## config.mk

```make
export PLATFORM = sky130hd
export DESIGN_NAME = otp_page_write_decoder
export DESIGN_NICKNAME = d
export VERILOG_FILES = /design/src/rtl/otp_dec_pkg.sv /design/src/rtl/otp_byte_classifier.sv /design/src/rtl/otp_seq_fsm.sv /design/src/rtl/otp_offset_ctr.sv /design/src/rtl/otp_page_write_decoder.sv
export SDC_FILE = /design/constraint.sdc
export NUM_CORES = 1
export LEC_CHECK = 0
export ABC_CLOCK_PERIOD_IN_PS = 2400
export BUFFER_PORTS_ARGS = -buffer_cell sky130_fd_sc_hd__buf_2
export CORE_ASPECT_RATIO = 0.6
export CORE_UTILIZATION = 50
export CTS_BUF_LIST = sky130_fd_sc_hd__clkbuf_4 sky130_fd_sc_hd__clkbuf_8
export DETAILED_ROUTE_END_ITERATION = 16
export HOLD_SLACK_MARGIN = 0.02
export PLACE_DENSITY_LB_ADDON = 0.08
export SYNTH_ARGS = -nofsm -noshare
export SYNTH_HDL_FRONTEND = slang
export SYNTH_SLANG_ARGS = --single-unit
```

## constraint.sdc

```tcl
create_clock -name clk -period 2.4 [get_ports clk]
set_clock_uncertainty 0.05 [all_clocks]
set_input_delay 0.72 -clock clk [delete_from_list [all_inputs] [get_ports clk]]
set_output_delay 0.72 -clock clk [all_outputs]
set_load 0.01 [all_outputs]
```

## src/rtl/otp_dec_pkg.sv

```systemverilog
package otp_dec_pkg;

  typedef enum logic [2:0] {
    ST_IDLE = 3'd0,
    ST_SEL  = 3'd1,
    ST_ADRH = 3'd2,
    ST_ADRL = 3'd3,
    ST_DATA = 3'd4
  } dec_state_e;

  // exact compare of the select byte
  function automatic logic select_ok(input logic [7:0] b, input logic [7:0] code);
    return b == code;
  endfunction

  // only the bits set in must_zero are checked, all must be clear
  function automatic logic pattern_ok(input logic [7:0] b, input logic [7:0] must_zero);
    return (b & must_zero) == 8'h00;
  endfunction

  // increment with wrap at n
  function automatic int unsigned wrap_inc(input int unsigned v, input int unsigned n);
    return (v + 1 >= n) ? 0 : v + 1;
  endfunction

endpackage

```

## src/rtl/otp_byte_classifier.sv

```systemverilog
module otp_byte_classifier
  import otp_dec_pkg::*;
#(
  parameter logic [7:0] SEL_CODE  = 8'hA2,
  parameter logic [7:0] ADRH_ZERO = 8'h0F,
  parameter logic [7:0] ADRL_ZERO = 8'hFF
) (
  input  logic [7:0] byte_i,
  output logic       sel_match_o,
  output logic       adrh_match_o,
  output logic       adrl_match_o
);
  always_comb begin
    sel_match_o  = select_ok(byte_i, SEL_CODE);
    adrh_match_o = pattern_ok(byte_i, ADRH_ZERO);
    adrl_match_o = pattern_ok(byte_i, ADRL_ZERO);
  end
endmodule

```

## src/rtl/otp_seq_fsm.sv

```systemverilog
module otp_seq_fsm
  import otp_dec_pkg::*;
(
  input  logic       clk,
  input  logic       rst_n,
  input  logic       start_i,
  input  logic       stop_i,
  input  logic       byte_vld_i,
  input  logic       wr_permit_i,
  input  logic       sel_match_i,
  input  logic       adrh_match_i,
  input  logic       adrl_match_i,
  output dec_state_e state_o,
  output logic       byte_evt_o,
  output logic       accept_o,
  output logic       addr_done_o,
  output logic       wr_evt_o
);
  dec_state_e state_q, state_d;

  always_comb begin
    state_d     = state_q;
    byte_evt_o  = 1'b0;
    accept_o    = 1'b0;
    addr_done_o = 1'b0;
    wr_evt_o    = 1'b0;
    if (start_i) begin
      state_d = ST_SEL;
    end else if (stop_i) begin
      state_d = ST_IDLE;
    end else if (byte_vld_i) begin
      byte_evt_o = 1'b1;
      unique case (state_q)
        ST_SEL: begin
          accept_o = sel_match_i;
          state_d  = sel_match_i ? ST_ADRH : ST_IDLE;
        end
        ST_ADRH: begin
          accept_o = adrh_match_i;
          state_d  = adrh_match_i ? ST_ADRL : ST_IDLE;
        end
        ST_ADRL: begin
          accept_o    = adrl_match_i;
          addr_done_o = adrl_match_i;
          state_d     = adrl_match_i ? ST_DATA : ST_IDLE;
        end
        ST_DATA: begin
          accept_o = wr_permit_i;
          wr_evt_o = wr_permit_i;
          state_d  = wr_permit_i ? ST_DATA : ST_IDLE;
        end
        default: state_d = ST_IDLE;
      endcase
    end
  end

  always_ff @(posedge clk or negedge rst_n) begin
    if (!rst_n) state_q <= ST_IDLE;
    else        state_q <= state_d;
  end

  assign state_o = state_q;
endmodule

```

## src/rtl/otp_offset_ctr.sv

```systemverilog
module otp_offset_ctr
  import otp_dec_pkg::*;
#(
  parameter int unsigned PAGE_BYTES = 64,
  localparam int unsigned OFF_W     = $clog2(PAGE_BYTES)
) (
  input  logic             clk,
  input  logic             rst_n,
  input  logic             clear_i,
  input  logic             step_i,
  output logic [OFF_W-1:0] off_o
);
  logic [OFF_W-1:0] cnt_q;

  always_ff @(posedge clk or negedge rst_n) begin
    if (!rst_n)       cnt_q <= '0;
    else if (clear_i) cnt_q <= '0;
    else if (step_i)  cnt_q <= OFF_W'(wrap_inc(int'(cnt_q), PAGE_BYTES));
  end

  assign off_o = cnt_q;
endmodule

```

## src/rtl/otp_page_write_decoder.sv

```systemverilog
module otp_page_write_decoder
  import otp_dec_pkg::*;
#(
  parameter logic [7:0]  SEL_CODE   = 8'hA2,
  parameter int unsigned PAGE_BYTES = 64,
  localparam int unsigned OFF_W     = $clog2(PAGE_BYTES)
) (
  input  logic             clk,
  input  logic             rst_n,
  input  logic             start_i,
  input  logic             stop_i,
  input  logic             byte_vld_i,
  input  logic [7:0]       byte_i,
  input  logic             wr_permit_i,
  output logic             ack_vld_o,
  output logic             ack_o,
  output logic             otp_we_o,
  output logic [OFF_W-1:0] otp_off_o,
  output logic [7:0]       otp_data_o
);
  // named internal events, visible to the checker
  logic       sel_match, adrh_match, adrl_match;
  logic       byte_evt, accept, addr_done, wr_evt;
  logic       data_phase;
  dec_state_e state;
  logic [OFF_W-1:0] cur_off;

  otp_byte_classifier #(
    .SEL_CODE  (SEL_CODE),
    .ADRH_ZERO (8'h0F),
    .ADRL_ZERO (8'hFF)
  ) u_cls (
    .byte_i       (byte_i),
    .sel_match_o  (sel_match),
    .adrh_match_o (adrh_match),
    .adrl_match_o (adrl_match)
  );

  otp_seq_fsm u_fsm (
    .clk          (clk),
    .rst_n        (rst_n),
    .start_i      (start_i),
    .stop_i       (stop_i),
    .byte_vld_i   (byte_vld_i),
    .wr_permit_i  (wr_permit_i),
    .sel_match_i  (sel_match),
    .adrh_match_i (adrh_match),
    .adrl_match_i (adrl_match),
    .state_o      (state),
    .byte_evt_o   (byte_evt),
    .accept_o     (accept),
    .addr_done_o  (addr_done),
    .wr_evt_o     (wr_evt)
  );

  otp_offset_ctr #(.PAGE_BYTES(PAGE_BYTES)) u_off (
    .clk     (clk),
    .rst_n   (rst_n),
    .clear_i (addr_done),
    .step_i  (wr_evt),
    .off_o   (cur_off)
  );

  assign data_phase = (state == ST_DATA);

  always_ff @(posedge clk or negedge rst_n) begin
    if (!rst_n) begin
      ack_vld_o  <= 1'b0;
      ack_o      <= 1'b0;
      otp_we_o   <= 1'b0;
      otp_off_o  <= '0;
      otp_data_o <= '0;
    end else begin
      ack_vld_o <= byte_evt;
      ack_o     <= accept;
      otp_we_o  <= wr_evt;
      if (wr_evt) begin
        otp_off_o  <= cur_off;
        otp_data_o <= byte_i;
      end
    end
  end
endmodule

```

Yosys cells after proc, flatten, opt, wreduce, memory -nomap -nowiden --
Cells that the tools add are included.
Storage, ports and cells: register bits 26, input port bits 14, output and inout port bits 17, word-level logic and storage cells 44
Cells by class: add/subtract/negate cells 1, $lt $le $gt $ge 1, equality and inequality tests 5, mux-type cells 26, reduce and logical (&&, ||, !) cells 4
Operator list (number):
- $mux W6 | 3
- $logic_not A8 Y1 | 2
- $mux W3 | 5
- $mux W1 | 14
- $pmux W3 S4 | 1
- $eq A8 B8 Y1 const B | 1
- $add A6 B1 Y7 const B | 1
- $ge A7 B7 Y1 const B | 1
- $eq A3 B2 Y1 const B | 2
- $mux W2 | 2
- $pmux W1 S4 | 1
- $eq A3 B1 Y1 const B | 1
- $eq A3 B3 Y1 const B | 1
- $reduce_bool A3 Y1 | 1
- $reduce_bool A2 Y1 | 1

Longest topological paths before layout --
Gate-level depths: netlist of the first run.
word-level depth 7, gate-level depth with buffers 5, gate-level depth less buffers 4

Modules after synthesis --
Synthesis of the first run repeated with hierarchy kept, for this count alone.
Second synthesis, totals: cell total of the unflattened synthesis 93, area, all modules 1168.6 um^2
By module, submodules not included:
- otp_page_write_decoder | times used 1, cells an instance 32, area each 594.3 um^2, seq. area each 425.4 um^2
- otp_offset_ctr | times used 1, cells an instance 32, area each 312.8 um^2, seq. area each 150.1 um^2
- otp_seq_fsm | times used 1, cells an instance 23, area each 217.7 um^2, seq. area each 75.1 um^2
- otp_byte_classifier | times used 1, cells an instance 6, area each 43.8 um^2, seq. area each 0.0 um^2

Worst setup path before layout of the first run --
No wires, ideal clock.
kind input-to-reg, start point input stop_i, end point register u_off.cnt_q[4], in the netlist u_off.off_o[4], library setup time 0.077 ns, arrival 1.863 ns, slack 0.409 ns, stages on the path 4, cells stage by stage or3b_4 buf_6 or4_1 a21oi_1
Between the ends: longest elaborated chain between the ends 3
RTL lines:
- start: declaration | RTL line otp_page_write_decoder.sv:11 | input logic stop_i,
- $mux W1 | RTL line otp_seq_fsm.sv:29 | end else if (stop_i) begin
- $mux W1 | RTL line otp_seq_fsm.sv:27 | if (start_i) begin
- $mux W6 / $reduce_bool A2 Y1 (equally long branches)
- end signal: assignment | RTL line otp_offset_ctr.sv:18 | else if (step_i) cnt_q <= OFF_W'(wrap_inc(int'(cnt_q), PAGE_BYTES));
- end: declaration | RTL line otp_offset_ctr.sv:13 | logic [OFF_W-1:0] cnt_q;
Several ways; a longest one is shown, not always the timed one. A chain may end at the register's enable or synchronous reset.

Final worst setup path of the first run --
start point input stop_i, end point register otp_data_o[1]
Between the ends: longest elaborated chain between the ends 2
RTL lines:
- $mux W1 | RTL line otp_seq_fsm.sv:29
- $mux W1 | RTL line otp_seq_fsm.sv:27
- end signal: assignment | RTL line otp_page_write_decoder.sv:79 | otp_data_o <= byte_i;
- end: declaration | RTL line otp_page_write_decoder.sv:19 | output logic [7:0] otp_data_o
No other way between the ends.

==> flow_summary.toml, run 1 <==
[logic_synthesis]
syn_avg_cell_area_um2 = 11.9
synth_area_um2 = 1200
synth_area_leaders = "dfrtp_1 54%, mux2_2 12%, a21oi_1 2.5%, o21ai_0 2.5%, nand3_1 2.1%"
yosysMostFrequentCell = "dfrtp_1"
synthArstFlopShare = 1.00
synth_seq_cells = 26
synth_common_cells = "26 x dfrtp_1, 13 x mux2_2, 6 x a21oi_1, 6 x o21ai_0, 5 x nand3_1"
synth_top_area_cell = "dfrtp_1"
ys_types = 36
synth_top_flop_cell = "dfrtp_1"
synth_edf_count = 0
yosysWarnings = 0
ys_seq_area_frac = 0.543
synth_top_area_share = 0.543
synth_nets = 116
syn_inst = 101

[timing]
hold_slack_ps = 377
fmax_ghz = 0.508
relSlewSlack = 0.630
setup_viol = 0
rsz0062_at_grt = "false"
tightest_slew_ps = 555
slew_viol_final = 0
min_period_over_period = 0.820
period_needed_ps = 1970
hold_violations = 0
fin_setup_tns_ps = 0

[clock_tree]
h-tree-depth = 1
postCtsSetupRepairBufs = 0
clkSinkCount = 26
cts_resized = 0
clock_latency_ps = 270
cts_hold_buf = 0
cts_made_buffers = 3
cts_tree = "done"
clock-root-buffer = "clkbuf_8"
cts_buffer_depth = 2
clk_pin_slew_ps = 90

[setup_path]
worst_r2r_startpoint = "u_fsm.state_o[1]$_DFFE_PN0P_"
cp.required_ps = 2510
crit_chain = "buf_2 > or3b_4 > inv_2 > nand2_2 > mux2_1"
r2r_end = "u_off.off_o[3]$_DFFE_PN0P_"
slowest_delay_ps = 460
cp-start-kind = "input pin"
crit_type = "in2reg"
worst_path_max_delay_cell = "or3b_4"
reg2regPathDepth = 3
critPathMaxFanout = 16
worstPathArrival_ps = 2080
cp-end-kind = "register"
rrSetupSlack_ps = 660

[place]
hpwlAfterDp_um = 1830
io_buffer_count = 30
place.gp.congestion = 0.775
dp.cells = 158

[layout]
finish.utilization = 0.652
drive_gt1_frac = 0.402
fillerInstances = 176
antenna-diode-count = 0
final_cells = 162
fin_nets = 148
area_delta_synth_final_pct = 20.3

[power_and_ir_drop]
p_leak_nw = 0.730
p_comb_frac = 0.046
power.density_nw_per_um2 = 583
ir_worst_vdd_mv = 0.409
p_clk_frac = 0.429
p_int_uw = 678
power.total_uw = 841
seqPwrFrac = 0.525
switching_power_uw = 163
sw_frac_of_total = 0.193

[floorplanning]
die-area_um2 = 2600
die_h_um = 39.9
core.rowCount = 13
design.core.area_um2 = 2210
ioPinCount = 31
initial_core_util = 0.542
die_w_um = 65.2

[routing]
wl_per_cell_um = 15.4
drt_pass1_iterations = 4
drtAntennaViolNets = 0
drc_errors = 0
num_vias = 929
vias_per_cell = 5.73
drtIter0Drc = 43
finalWirelength_um = 2500

[grt]
grt_max_degree = 27
grt_pass1_vias = 780
grt_overflow = 0
antenna_found_initial = 0
grt_pass1_wl_um = 3820
track_usage = 0.213

[run_status]
status = "finished, final reports clean"

[min_path]
hold_class = "in2async"

[run]
cap_viol_max_count = 0
final cells by class:
| class | instances | area, um^2 | area share |
|---|---|---|---|
| flip-flops and latches | 26 | 651 | 0.451 |
| repair buffers | 31 | 158 | 0.109 |
| well taps | 30 | 37.5 | 0.0260 |
| clock inverters | 1 | 30.0 | 0.0208 |
| inverters | 5 | 18.8 | 0.0130 |
| clock buffers | 3 | 41.3 | 0.0286 |
| multi-input cells | 66 | 505 | 0.351 |
flip-flops by register name, summed over array words and instances (netlist names):
register / cells
otp_data_o: 8
otp_off_o: 6
u_off.off_o: 6
u_fsm.state_o: 3
ack_o: 1
ack_vld_o: 1
otp_we_o: 1
worst max path at each step:
stage                 from                    endpoint  slack (ps)
CTS                 stop_i   otp_data_o[1]$_DFFE_PN0P_         440
finish              stop_i   otp_data_o[1]$_DFFE_PN0P_         430
floorplan           stop_i  u_off.off_o[4]$_DFFE_PN0P_         410
detailed placement  stop_i   otp_data_o[1]$_DFFE_PN0P_         150
global route        stop_i   otp_data_o[1]$_DFFE_PN0P_         370
global placement    stop_i   otp_data_o[1]$_DFFE_PN0P_         210
cell usage in the layout, fill, tap and decap left out, types with 2 or more instances in the layout:
cell type	instances
buf_2	30
dfrtp_1	26
mux2_2	13
a21oi_1	6
o21ai_0	6
nand3_1	5
inv_1	4
or4_1	3
clkbuf_8	3
nor3b_1	2
nor4_1	2
or3_1	2
nand4_1	2
o211ai_1	2
o31ai_1	2
nand2_1	2
a31oi_1	2
nor2_1	2
power by group through the flow:
stage          registers (mW)  clock network [mW]  logic (mW)
3_5_place_dp            0.450                   0      0.0394
2_1_floorplan           0.450                   0      0.0132
5_1_grt                 0.442               0.384      0.0440
6_report                0.442               0.361      0.0388
4_1_cts                 0.442               0.368      0.0395
3_3_place_gp            0.450                   0      0.0375
metal layers:
metal / vias up / share of wire / track usage
met5: - / 0 / 0
met4: 0 / 0.0084 / 0.0815
met3: 2 / 0.078 / 0.0523
met2: 45 / 0.43 / 0.320
met1: 437 / 0.48 / 0.302
li1: 445 / - / -
critical path: cells and delay by family:
| family | cells | cell delay (ps) |
|---|---|---|
| AND/OR/NAND/NOR | 2 | 720 |
| multiplexers | 1 | 390 |
| buffers and inverters | 2 | 260 |
metrics by stage:
| step | worst slack, ps | cell area [um^2] |
|---|---|---|
| 4_1_cts | 441 | 1440 |
| 5_1_grt | 365 | 1440 |
| 3_5_place_dp | 147 | 1370 |
| 3_3_place_gp | 206 | 1370 |
| 6_report | 433 | 1440 |
| 2_1_floorplan | 409 | 1200 |
cell families (layout without fill, tap and decap cells):
group / after synthesis / count (layout) / share of synthesized area
mux: 14 / 14 / 0.132
simple gates: 29 / 29 / 0.167
fa+ha+maj: 1 / 1 / 0.0104
buf+inv: 9 / 40 / 0.0355
compound gates: 22 / 22 / 0.113
flops: 26 / 26 / 0.543
Note: power is estimated with default switching activity, not from simulation.
==> run 2: changes to the inputs <==
--- a/config.mk
+++ b/config.mk
@@ -5,7 +5,7 @@
 export SDC_FILE = /design/constraint.sdc
 export NUM_CORES = 1
 export LEC_CHECK = 0
-export ABC_CLOCK_PERIOD_IN_PS = 2400
+export ABC_CLOCK_PERIOD_IN_PS = 1900
 export BUFFER_PORTS_ARGS = -buffer_cell sky130_fd_sc_hd__buf_2
 export CORE_ASPECT_RATIO = 0.6
 export CORE_UTILIZATION = 50
==> constraint.sdc (replaced) <==
create_clock -name clk -period 1.9 [get_ports clk]
set_clock_uncertainty 0.05 [all_clocks]
set_input_delay 0.57 -clock clk [delete_from_list [all_inputs] [get_ports clk]]
set_output_delay 0.57 -clock clk [all_outputs]
set_load 0.01 [all_outputs]
==> run 2 against run 1 <==
Effect of this change:
- worst hold slack got worse by 150 ps
- wire length increased by 4.5%
- combinational power is 47% higher
- die area did not move
- clock power up 27%
- critical path depth down 2
- register-to-register slack got worse by 470 ps
- critical path type is now reg2reg
- critical endpoint is now u_off.off_o[4]$_DFFE_PN0P_
==> flow_summary.toml, run 2 (same netlist as run 1, synthesis figures left out) <==
[clock_tree]
cts_resized = 0
postCtsSetupRepairBufs = 0
h-tree-depth = 1
cts_buffer_depth = 2
clkSinkCount = 26
cts_hold_buf = 0
clock-root-buffer = "clkbuf_8"
cts_tree = "done"
clock_latency_ps = 280
clk_pin_slew_ps = 90
cts_made_buffers = 3

[timing]
slew_viol_final = 0
period_needed_ps = 1710
tightest_slew_ps = 560
setup_viol = 0
fin_ws_ps = 194
fin_setup_tns_ps = 0
fmax_ghz = 0.586
hold_violations = 0
rsz0062_at_grt = "false"
relSlewSlack = 0.627
min_period_over_period = 0.898

[layout]
largest_reg_flops = 8
drive_gt1_frac = 0.440
area_delta_synth_final_pct = 26.9
final_cells = 171
most-common-layout-cells = "30 x buf_2, 26 x dfrtp_1, 13 x mux2_2"
final_common_cell = "buf_2"
fin_nets = 157
regMostFlops = "otp_data_o"
antenna-diode-count = 0

[grt]
track_usage = 0.228
antenna_found_initial = 0
grt_max_degree = 27
grt_pass1_vias = 841
grt_overflow = 0
grt_pass1_wl_um = 4020

[setup_path]
r2r_end = "u_off.off_o[4]$_DFFE_PN0P_"
cp-start-kind = "register"
critPathBufInv = 0
cp.required_ps = 2060
crit_chain = "nand4bb_1 > or4_1 > a21oi_1"
worst_r2r_startpoint = "u_fsm.state_o[0]$_DFFE_PN0P_"
rrSetupSlack_ps = 190
critPathMaxFanout = 10
slowest_delay_ps = 580
worstPathArrival_ps = 1860
reg2regPathDepth = 3
cp-end-kind = "register"
crit_type = "reg2reg"
crit_family = "simple AND/OR/NAND/NOR gates"
worst_path_max_delay_cell = "or4_1"

[power_and_ir_drop]
power.density_nw_per_um2 = 706
p_leak_nw = 0.780
ir_worst_vdd_mv = 0.456

[floorplanning]
initial_core_util = 0.542
design.core.area_um2 = 2210
core.rowCount = 13
ioPinCount = 31
die_w_um = 65.2
die_h_um = 39.9
die-area_um2 = 2600

[routing]
drtAntennaViolNets = 0
vias_per_cell = 5.75
drt_pass1_iterations = 4
drc_errors = 0
drtIter0Drc = 61
num_vias = 983
wl_per_cell_um = 15.3
finalWirelength_um = 2610

[min_path]
hold_class = "in2async"

[run_status]
status = "finished, final reports clean"

[run]
cap_viol_max_count = 0

[place]
hpwlAfterDp_um = 1970
dp.cells = 167
io_buffer_count = 30
dp_slack_ps = -27.3
place.gp.congestion = 0.806
==> run 2: changes by cell type in the layout (fill, tap and decap cells not counted), sizes merged <==
cell	previous run	this run
buf	31	40
==> run 2: per-layer routing <==
layer / GRT usage / up-vias / wire length (um)
met5: 0 / - / 0
met3: 0.0756 / 4 / 239
met1: 0.317 / 467 / 1240
met4: 0.103 / 0 / 32
met2: 0.325 / 48 / 1100
li1: - / 464 / -
==> run 2: worst max-delay path by stage <==
stage,from,to,slack (ps),cells after the start
after detailed placement,stop_i,u_off.off_o[4]$_DFFE_PN0P_,-30,4
after floorplan,stop_i,u_off.off_o[4]$_DFFE_PN0P_,60,4
after CTS,u_fsm.state_o[0]$_DFFE_PN0P_,u_off.off_o[4]$_DFFE_PN0P_,190,3
after global placement,stop_i,otp_data_o[1]$_DFFE_PN0P_,20,6
after global routing,u_fsm.state_o[0]$_DFFE_PN0P_,u_off.off_o[4]$_DFFE_PN0P_,90,3
final,u_fsm.state_o[0]$_DFFE_PN0P_,u_off.off_o[4]$_DFFE_PN0P_,190,3
==> run 2: cell type report <==
cell class | instances | area [um^2]
flip-flops and latches | 26 | 651
inverters | 5 | 18.8
well taps | 30 | 37.5
clock buffers | 3 | 41.3
repair buffers | 40 | 238
fillers | 179 | 691
clock inverters | 1 | 30.0
multi-input cells | 66 | 505
==> run 2: report_power, final <==
part	leakage [nW]	switching, mW	total (mW)	internal, mW
sequential	0.350	0.00275	0.558	0.555
combinational	0.394	0.0305	0.0570	0.0265
clock	0.0357	0.178	0.460	0.282
total	0.780	0.211	1.07	0.864
==> run 2: worst reg2reg max path, stage by stage, from the launching register on <==
cell       delay (ps)
dfrtp_1           460
nand4bb_1         400
or4_1             580
a21oi_1           150
==> run 2: per-stage QoR <==
stage	utilization	area [um^2]	total power [mW]	hold slack (ps)
after floorplan	-	1200	0.585	224
after global placement	0.656	1450	0.624	418
after detailed placement	0.656	1450	0.626	431
after CTS	0.688	1520	1.08	244
after global routing	0.688	1520	1.11	268
final	0.688	1520	1.07	224
==> run 3: changes to the inputs <==
--- a/config.mk
+++ b/config.mk
@@ -7,7 +7,7 @@
 export LEC_CHECK = 0
 export ABC_CLOCK_PERIOD_IN_PS = 1900
 export BUFFER_PORTS_ARGS = -buffer_cell sky130_fd_sc_hd__buf_2
-export CORE_ASPECT_RATIO = 0.6
+export CORE_ASPECT_RATIO = 1.1
 export CORE_UTILIZATION = 50
 export CTS_BUF_LIST = sky130_fd_sc_hd__clkbuf_4 sky130_fd_sc_hd__clkbuf_8
 export DETAILED_ROUTE_END_ITERATION = 16
==> run 3 against run 2 <==
Effect of this change:
- combinational power increased by 2%
- first-iteration DRC count is 43% lower
- largest power group unchanged
- cell area fell by 3.6%
- global-route usage shrank 2.0 points
- via count shrank 2.5%
- largest cell class unchanged
- sequential cell count is the same
==> flow_summary.toml, run 3 (same netlist as run 1, synthesis figures left out) <==
[timing]
setup_viol = 0
relSlewSlack = 0.629
hold_slack_ps = 171
fin_ws_ps = 273
slew_viol_final = 0
fmax_ghz = 0.614
period_needed_ps = 1630
tightest_slew_ps = 556
rsz0062_at_grt = "false"
min_period_over_period = 0.857
hold_violations = 0

[setup_path]
worstPathArrival_ps = 1790
crit_chain = "and4bb_2 > nand2_2 > mux2_1"
cp-end-kind = "register"
startpoint = "u_fsm.state_o[1]$_DFFE_PN0P_"
slowest_delay_ps = 480
crit_type = "reg2reg"
worst_r2r_startpoint = "u_fsm.state_o[1]$_DFFE_PN0P_"
cp-start-kind = "register"
critPathMaxFanout = 16
worst_path_max_delay_cell = "dfrtp_1"
cp.required_ps = 2070

[power_and_ir_drop]
p_leak_nw = 0.753
power.density_nw_per_um2 = 607
ir_worst_vdd_mv = 0.503
power.total_uw = 891

[floorplanning]
core.rowCount = 18
initial_core_util = 0.532
die_h_um = 53.4
design.core.area_um2 = 2250
ioPinCount = 31
die-area_um2 = 2600
die_w_um = 48.7

[layout]
final_common_cell = "buf_2"
drive_gt1_frac = 0.436
area_delta_synth_final_pct = 22.3
fin_nets = 156
regMostFlops = "otp_data_o"
most-common-layout-cells = "30 x buf_2, 26 x dfrtp_1, 13 x mux2_2"
fillerInstances = 204
largest_reg_flops = 8
post-route-cell-area_um2 = 1470
antenna-diode-count = 0

[place]
dp_slack_ps = -86.6
io_buffer_count = 30
place.gp.congestion = 0.757
hpwlAfterDp_um = 1800
place_area_um2 = 1430

[routing]
finalWirelength_um = 2350
drtAntennaViolNets = 0
wl_per_cell_um = 13.8
num_vias = 958
drc_errors = 0
vias_per_cell = 5.64
drtIter0Drc = 35
drt_pass1_iterations = 4

[clock_tree]
cts_hold_buf = 0
clk_pin_slew_ps = 130
cts_buffer_depth = 2
h-tree-depth = 1
cts_made_buffers = 3
clock_latency_ps = 320
cts_tree = "done"
clock-root-buffer = "clkbuf_4"
clkSinkCount = 26
postCtsSetupRepairBufs = 0
cts_resized = 0

[grt]
grt_pass1_vias = 912
grt_pass1_wl_um = 4040
grt_max_degree = 27
grt_overflow = 0
antenna_found_initial = 0
track_usage = 0.208

[run_status]
status = "finished, final reports clean"

[min_path]
hold_class = "in2async"

[run]
cap_viol_max_count = 0
## run 3: cell count changes in the layout (fill, tap and decap cells not counted), sizes merged
cell,change
buf,-1
bufinv,-1
clkbuf,+1
## run 3: final timing paths
check,to,slack [ps],cells past startpoint
worst max-delay path,otp_data_o[1]$_DFFE_PN0P_,270,3
worst min-delay path,otp_we_o$_DFF_PN0_,170,1
worst max register to register,otp_data_o[1]$_DFFE_PN0P_,270,3
worst min register to register,otp_data_o[0]$_DFFE_PN0P_,470,1
max in group asynchronous,otp_data_o[6]$_DFFE_PN0P_,1270,1
min in group clk,u_fsm.state_o[0]$_DFFE_PN0P_,400,2
## run 3: area by class of cell
cell class | count | area (um^2) | area share
Clock buffer | 4 | 36.3 | 0.0247
Inverter | 5 | 18.8 | 0.0128
Multi-Input combinational cell | 66 | 505 | 0.345
Sequential cell | 26 | 651 | 0.444
Timing Repair Buffer | 39 | 218 | 0.148
Tap cell | 30 | 37.5 | 0.0256
## run 3: power by group
| group | leakage [nW] | switching [mW] | total [mW] | internal (mW) |
|---|---|---|---|---|
| Clock | 0.0210 | 0.157 | 0.274 | 0.117 |
| Sequential | 0.350 | 0.00267 | 0.558 | 0.556 |
| Combinational | 0.382 | 0.0306 | 0.0580 | 0.0274 |
## run 3: metal layers
metal / global-route usage / vias up / wire [um]
li1: - / 459 / -
met1: 0.258 / 465 / 1020
met2: 0.382 / 30 / 1220
met3: 0.0172 / 4 / 90
met4: 0.0735 / 0 / 29
met5: 0 / - / 0
## run 3: through the flow
step	TNS [ps]	util	instances
after floorplan	0	-	101
after global placement	-393	0.635	166
after detailed placement	-767	0.635	166
after CTS	0	0.651	170
after global routing	0	0.651	170
final	0	0.651	170
## run 3: worst max-delay path: cells and delay by family (launching register included)
kind          cells  cell delay, ps
mux               1             380
simple gates      2             620
flops             1             480
